==> src/rtl/spinlock_pkg.sv <==
package spinlock_pkg;

    typedef enum logic [2:0] {
        ST_IDLE,
        ST_READ,
        ST_WAIT_READ,
        ST_TAS,
        ST_BACKOFF,
        ST_HELD,
        ST_RELEASE
    } lock_state_e;

    typedef enum logic [1:0] {
        MOP_NONE  = 2'b00,
        MOP_READ  = 2'b01,
        MOP_TAS   = 2'b10,
        MOP_STORE = 2'b11
    } mem_op_e;

    typedef struct packed {
        logic    valid;
        mem_op_e op;
    } mem_cmd_t;

    // base * 2^(log2f*attempt), clipped to cap
    function automatic int unsigned backoff_cycles(
        input int unsigned base,
        input int unsigned log2f,
        input int unsigned attempt,
        input int unsigned cap
    );
        longint unsigned scaled;
        int unsigned     sh;
        sh = log2f * attempt;
        if (sh >= 32) return cap;
        scaled = 64'(base) << sh;
        if (scaled > 64'(cap)) return cap;
        return 32'(scaled);
    endfunction

endpackage

==> src/rtl/spin_attempt_ctr.sv <==
module spin_attempt_ctr #(
    parameter int unsigned CNT_W = 4
) (
    input  logic             clk,
    input  logic             rst,
    input  logic             clear,
    input  logic             incr,
    output logic [CNT_W-1:0] count
);
    localparam logic [CNT_W-1:0] CNT_TOP = '1;

    always_ff @(posedge clk) begin
        if (rst || clear) begin
            count <= '0;
        end else if (incr && count != CNT_TOP) begin
            count <= count + 1'b1;
        end
    end

    p_clear_zero_r7: assert property (@(posedge clk) disable iff (rst)
        clear |=> count == '0)
        else $error("loss count not restarted after win");

endmodule

==> src/rtl/spin_backoff_timer.sv <==
module spin_backoff_timer #(
    parameter int unsigned BASE_DELAY  = 4,
    parameter int unsigned LOG2_FACTOR = 1,
    parameter int unsigned MAX_DELAY   = 64,
    parameter int unsigned CNT_W       = 4
) (
    input  logic             clk,
    input  logic             rst,
    input  logic             load,
    input  logic [CNT_W-1:0] attempt,
    output logic             done
);
    import spinlock_pkg::*;

    localparam int unsigned DLY_W = $clog2(MAX_DELAY + 1);

    logic [DLY_W-1:0] remaining;
    logic [DLY_W-1:0] load_value;

    always_comb begin
        load_value = DLY_W'(backoff_cycles(BASE_DELAY, LOG2_FACTOR, 32'(attempt), MAX_DELAY));
    end

    always_ff @(posedge clk) begin
        if (rst) begin
            remaining <= '0;
        end else if (load) begin
            remaining <= load_value;
        end else if (remaining != '0) begin
            remaining <= remaining - 1'b1;
        end
    end

    assign done = (remaining == DLY_W'(1));

    p_load_capped_r6: assert property (@(posedge clk) disable iff (rst)
        load |=> (remaining != '0) && (remaining <= DLY_W'(MAX_DELAY)))
        else $error("backoff load outside 1..MAX_DELAY");

endmodule

==> src/rtl/spin_lock_fsm.sv <==
module spin_lock_fsm (
    input  logic                  clk,
    input  logic                  rst,
    input  logic                  acq_req,
    input  logic                  rel_req,
    input  logic                  req_ready,
    input  logic                  rsp_valid,
    input  logic                  rsp_zero,
    input  logic                  timer_done,
    output spinlock_pkg::mem_cmd_t cmd,
    output logic                  tas_win,
    output logic                  tas_fail,
    output logic                  granted,
    output logic                  idle
);
    import spinlock_pkg::*;

    lock_state_e state, next_state;
    logic        tas_sent;

    always_comb begin
        next_state = state;
        cmd        = '{valid: 1'b0, op: MOP_NONE};
        tas_win    = 1'b0;
        tas_fail   = 1'b0;
        unique case (state)
            ST_IDLE: begin
                if (acq_req) next_state = ST_READ;
            end
            ST_READ: begin
                cmd = '{valid: 1'b1, op: MOP_READ};
                if (req_ready) next_state = ST_WAIT_READ;
            end
            ST_WAIT_READ: begin
                if (rsp_valid) next_state = rsp_zero ? ST_TAS : ST_READ;
            end
            ST_TAS: begin
                if (!tas_sent) begin
                    cmd = '{valid: 1'b1, op: MOP_TAS};
                end else if (rsp_valid) begin
                    if (rsp_zero) begin
                        tas_win    = 1'b1;
                        next_state = ST_HELD;
                    end else begin
                        tas_fail   = 1'b1;
                        next_state = ST_BACKOFF;
                    end
                end
            end
            ST_BACKOFF: begin
                if (timer_done) next_state = ST_READ;
            end
            ST_HELD: begin
                if (rel_req) next_state = ST_RELEASE;
            end
            ST_RELEASE: begin
                cmd = '{valid: 1'b1, op: MOP_STORE};
                if (req_ready) next_state = ST_IDLE;
            end
            default: next_state = ST_IDLE;
        endcase
    end

    always_ff @(posedge clk) begin
        if (rst) begin
            state    <= ST_IDLE;
            tas_sent <= 1'b0;
        end else begin
            state    <= next_state;
            tas_sent <= (state == ST_TAS) && (next_state == ST_TAS)
                        && (tas_sent || (cmd.valid && req_ready));
        end
    end

    assign granted = (state == ST_HELD);
    assign idle    = (state == ST_IDLE);

endmodule

==> src/rtl/tts_lock_engine.sv <==
module tts_lock_engine #(
    parameter int unsigned ADDR_W      = 32,
    parameter int unsigned DATA_W      = 32,
    parameter int unsigned BASE_DELAY  = 4,
    parameter int unsigned LOG2_FACTOR = 1,
    parameter int unsigned MAX_DELAY   = 64,
    parameter int unsigned CNT_W       = 4
) (
    input  logic              clk,
    input  logic              rst,
    input  logic              acq_req,
    input  logic              rel_req,
    input  logic [ADDR_W-1:0] lock_addr,
    output logic              granted,
    output logic              idle,
    output logic              mem_req_valid,
    input  logic              mem_req_ready,
    output logic [1:0]        mem_req_op,
    output logic [ADDR_W-1:0] mem_req_addr,
    output logic [DATA_W-1:0] mem_req_wdata,
    input  logic              mem_rsp_valid,
    input  logic [DATA_W-1:0] mem_rsp_data
);
    import spinlock_pkg::*;

    mem_cmd_t         cmd;
    logic             tas_win, tas_fail, timer_done, rsp_zero;
    logic [CNT_W-1:0] losses;

    assign rsp_zero = (mem_rsp_data == '0);

    spin_lock_fsm u_fsm (
        .clk        (clk),
        .rst        (rst),
        .acq_req    (acq_req),
        .rel_req    (rel_req),
        .req_ready  (mem_req_ready),
        .rsp_valid  (mem_rsp_valid),
        .rsp_zero   (rsp_zero),
        .timer_done (timer_done),
        .cmd        (cmd),
        .tas_win    (tas_win),
        .tas_fail   (tas_fail),
        .granted    (granted),
        .idle       (idle)
    );

    spin_attempt_ctr #(.CNT_W(CNT_W)) u_losses (
        .clk   (clk),
        .rst   (rst),
        .clear (tas_win),
        .incr  (tas_fail),
        .count (losses)
    );

    spin_backoff_timer #(
        .BASE_DELAY  (BASE_DELAY),
        .LOG2_FACTOR (LOG2_FACTOR),
        .MAX_DELAY   (MAX_DELAY),
        .CNT_W       (CNT_W)
    ) u_timer (
        .clk     (clk),
        .rst     (rst),
        .load    (tas_fail),
        .attempt (losses),
        .done    (timer_done)
    );

    assign mem_req_valid = cmd.valid;
    assign mem_req_op    = cmd.op;
    assign mem_req_addr  = lock_addr;
    assign mem_req_wdata = '0;

    p_idle_quiet_r1: assert property (@(posedge clk) disable iff (rst)
        idle |-> !mem_req_valid)
        else $error("request while idle");

    p_tas_after_zero_r3: assert property (@(posedge clk) disable iff (rst)
        (mem_req_valid && mem_req_op == MOP_TAS && !$past(mem_req_valid && mem_req_op == MOP_TAS))
        |-> $past(mem_rsp_valid && mem_rsp_data == '0))
        else $error("test-and-set without a zero read");

    p_win_grants_r4: assert property (@(posedge clk) disable iff (rst)
        $rose(granted) |-> $past(mem_rsp_valid && mem_rsp_data == '0))
        else $error("grant without a zero response");

    p_loss_no_grant_r5: assert property (@(posedge clk) disable iff (rst)
        (mem_rsp_valid && mem_rsp_data != '0) |=> !granted)
        else $error("grant after a nonzero response");

    p_release_store_r8: assert property (@(posedge clk) disable iff (rst)
        $fell(granted) |-> (mem_req_valid && mem_req_op == MOP_STORE))
        else $error("release without store");

    p_req_stable_r9: assert property (@(posedge clk) disable iff (rst)
        (mem_req_valid && !mem_req_ready) |=> (mem_req_valid && $stable(mem_req_op)))
        else $error("request dropped before acceptance");

    p_excl_r10: assert property (@(posedge clk) disable iff (rst)
        !(granted && idle))
        else $error("granted and idle together");

endmodule

==> config.mk <==
export PLATFORM = sky130hd
export DESIGN_NAME = tts_lock_engine
export DESIGN_NICKNAME = d
export VERILOG_FILES = /design/src/rtl/spinlock_pkg.sv /design/src/rtl/spin_attempt_ctr.sv /design/src/rtl/spin_backoff_timer.sv /design/src/rtl/spin_lock_fsm.sv /design/src/rtl/tts_lock_engine.sv
export SDC_FILE = /design/constraint.sdc
export NUM_CORES = 1
export LEC_CHECK = 0
export ABC_AREA = 1
export BUFFER_PORTS_ARGS = -buffer_cell sky130_fd_sc_hd__clkbuf_2
export CAP_MARGIN = 20
export CORE_MARGIN = 2
export CORE_UTILIZATION = 44
export CTS_CLUSTER_SIZE = 8
export DETAILED_ROUTE_END_ITERATION = 12
export GPL_TIMING_DRIVEN = 0
export PLACE_DENSITY = 0.84
export SYNTH_ARGS = -nofsm -noshare
export SYNTH_HDL_FRONTEND = slang
export SYNTH_SLANG_ARGS = --single-unit
==> constraint.sdc <==
create_clock -name clk -period 2.8 [get_ports clk]
set_input_delay 0.28 -clock clk [delete_from_list [all_inputs] [get_ports clk]]
set_output_delay 0.28 -clock clk [all_outputs]
set_load 0.02 [all_outputs]
==> out/qor.csv <==
metric,value,unit
clk_lat worst skew,250,ps
flip-flop and latch count after synthesis,15,
Initial Util,0.461,
Final ANT Viol Nets,0,
clock skew,3.85,ps
syn_area_per_cell,6.30,um^2
ys async rst share,0,
FF/Latch Area,300,um^2
Die Area,4790,um^2
yosys warns,0,
Core Rows,23,
1st-iter DRT viols,34,
Final HPWL DP,3620,um
Final #Nets,484,
Syn Inst Count,297,
DP Area,2410,um^2
gr usage total,0.165,
static leakage,0.00149,uW
main combinational cell family by area after synthesis,simple AND/OR/NAND/NOR gates,
Psw,446,uW
largest net degree at the start of global routing,10,
share of layout cells above drive strength 1,0.390,
Comb pwr share,0.542,
fin crit share,0.624,
area occupied by multi-input gates,1050,um^2
Post-Synth XOR/XNOR Area,0.0281,
routed vias,1969,
critical path capture point type,output pin,
cts repair resizes,0,
first-pass GRT wire length,6870,um
pre-CTS WS,1150,ps
"EDFF count, synth",0,
Top Ports,139,
WL/cell,8.92,um
CTS H-Tree Depth,1,
CP startpoint kind,flop,
post-synth top area cell,buf_4,
DRC violations left,0,
sequential power share,0.284,
Synth Area in Adders,0.0535,
"Max FO, Critical Path",6,
final setup vio count,0,
Max-Cap Viols,0,
CTS clock-pin slew for the worst setup and hold paths,70,ps
PwrDens,425,nW/um^2
Power Internal,600,uW
fillers,387,
HP Class,primary input to flop,
Worst VDD drop,0.000193,V
antenna violations before repair,0,
CP Data Required Time,2520,ps
gr ovfl total,0,
die height,69.2,um
RSZ-0062 raised after global routing,no,
post-route cell area,2460,um^2
die width,69.2,um
core area,4060,um^2
post-synthesis mux area share,0,
clock share of power,0.174,
Synth Area in Compound Gates,0.0528,
clock sinks,15,
number of diodes,0,
number of global-route vias before repair,1750,
Netlist Area Pre-Place,1870,um^2
drt first pass iters,4,
final worst path period need,1750,ps
Clock Root Buffer,clkbuf_8,
switching fraction of total power,0.427,
gp weighted congestion,0.846,
final setup TNS,0,ps
Final Hold Fails,0,
hold_buf cts,0,
Yosys cell types,31,
I/O Buffers,73,
prevailing post-synth register cell,dfxtp_1,
WP data arrival,1470,ps
CTS tree,yes,
"Slew Viols, Final",0,
DR vias/cell,4.33,
path type of the worst setup path,flop to output pin,
# Post-CTS Setup Buffers,0,
top-area cell type share of the netlist area,0.257,
Bufs on Longest Clock Path,2,
Synth Area in Simple Gates,0.364,
P&R area growth vs syn,31.5,%
outcome,completed,
post-synthesis sequential area ratio,0.161,
dominant cells by area after synthesis,"buf_4 26%, dfxtp_1 16%, nand2_1 11%",
setup slack after layout,1050,ps
most common cell in the netlist,buf_4,
Max Clk Rate,572,MHz
final wirelength,4060,um
CTS Buf Count,3,
commonest cells in the netlist,"64 x buf_4, 56 x nand2_1, 47 x nor2_1, 35 x inv_1, 15 x dfxtp_1",
==> final timing paths <==
check	start	end	slack, ps	depth (start not counted)
setup / recovery	u_fsm.state[0]$_SDFF_PP0_	mem_req_valid	1050	5
hold / removal	mem_rsp_valid	u_fsm.state[1]$_SDFF_PP0_	330	4
setup reg to reg	u_losses.count[0]$_SDFFE_PP0P_	u_timer.remaining[2]$_SDFFE_PP0P_	1150	10
hold reg to reg	u_losses.count[0]$_SDFFE_PP0P_	u_losses.count[0]$_SDFFE_PP0P_	520	2
==> power by group through the flow <==
stage               clock network, uW  logic, uW  registers [uW]
global route                      193        627             303
detailed placement                  0        558             302
global placement                    0        546             300
CTS                               184        562             297
finish                            182        566             297
floorplan                           0        450             294
==> area by class of cell <==
class / instances / area share
Sequential cell: 15 / 0.122
Multi-Input combinational cell: 209 / 0.428
Timing Repair Buffer: 73 / 0.149
Clock buffer: 4 / 0.0183
Buffer: 65 / 0.197
Inverter: 39 / 0.0610
Tap cell: 50 / 0.0254
==> cell usage in the layout, fill, tap and decap left out, types with 3 or more instances in the layout <==
master,synthesis,layout
conb_1,1,32
nand3_1,11,11
o21ai_1,3,3
dfxtp_1,15,15
o21ai_0,4,4
inv_1,35,35
nor2_1,47,47
nor3_1,9,9
buf_4,64,64
clkbuf_2,0,73
ha_1,8,8
clkbuf_8,0,3
nor2_2,3,3
a21oi_1,8,8
nand2_1,56,56
xor2_1,5,5
nand4_1,6,6
==> critical path: stages, from the launching register on <==
cell and delay (ps):
dfxtp_1 460, nor2_1 80, nand2_1 100, o21ai_0 120, or2_2 290, clkbuf_2 160
==> through the flow <==
step           instances  power [uW]   util  hold WS [ps]
6_report             455        1050  0.606           331
5_1_grt              455        1120  0.606           347
4_1_cts              455        1040  0.606           327
3_5_place_dp         451         860  0.595           517
3_3_place_gp         451         845  0.595           501
2_1_floorplan        328         744      -           449
==> flip-flops by register name, indices dropped and copies added (netlist names) <==
signal	flops
u_fsm.state	3
u_timer.remaining	7
u_losses.count	4
u_fsm.tas_sent	1
==> metal layers <==
layer	global-route usage	vias up	routed length (um)
li1	-	1034	-
met1	0.179	850	1630
met2	0.324	79	2100
met3	0.0262	6	283
met4	0.0479	0	44
met5	0	-	0
==> cells by family (layout without fill, tap and decap cells) <==
group,count (synthesis),in the layout
AOI/OAI and AO/OA,18,18
xor gates and xnor gates,6,6
adders and majority gates,8,8
buffers and inverters,104,181
DFF,15,15
other,1,32
and+or+nand+nor,145,145
Note: power is estimated with default switching activity, not from simulation.
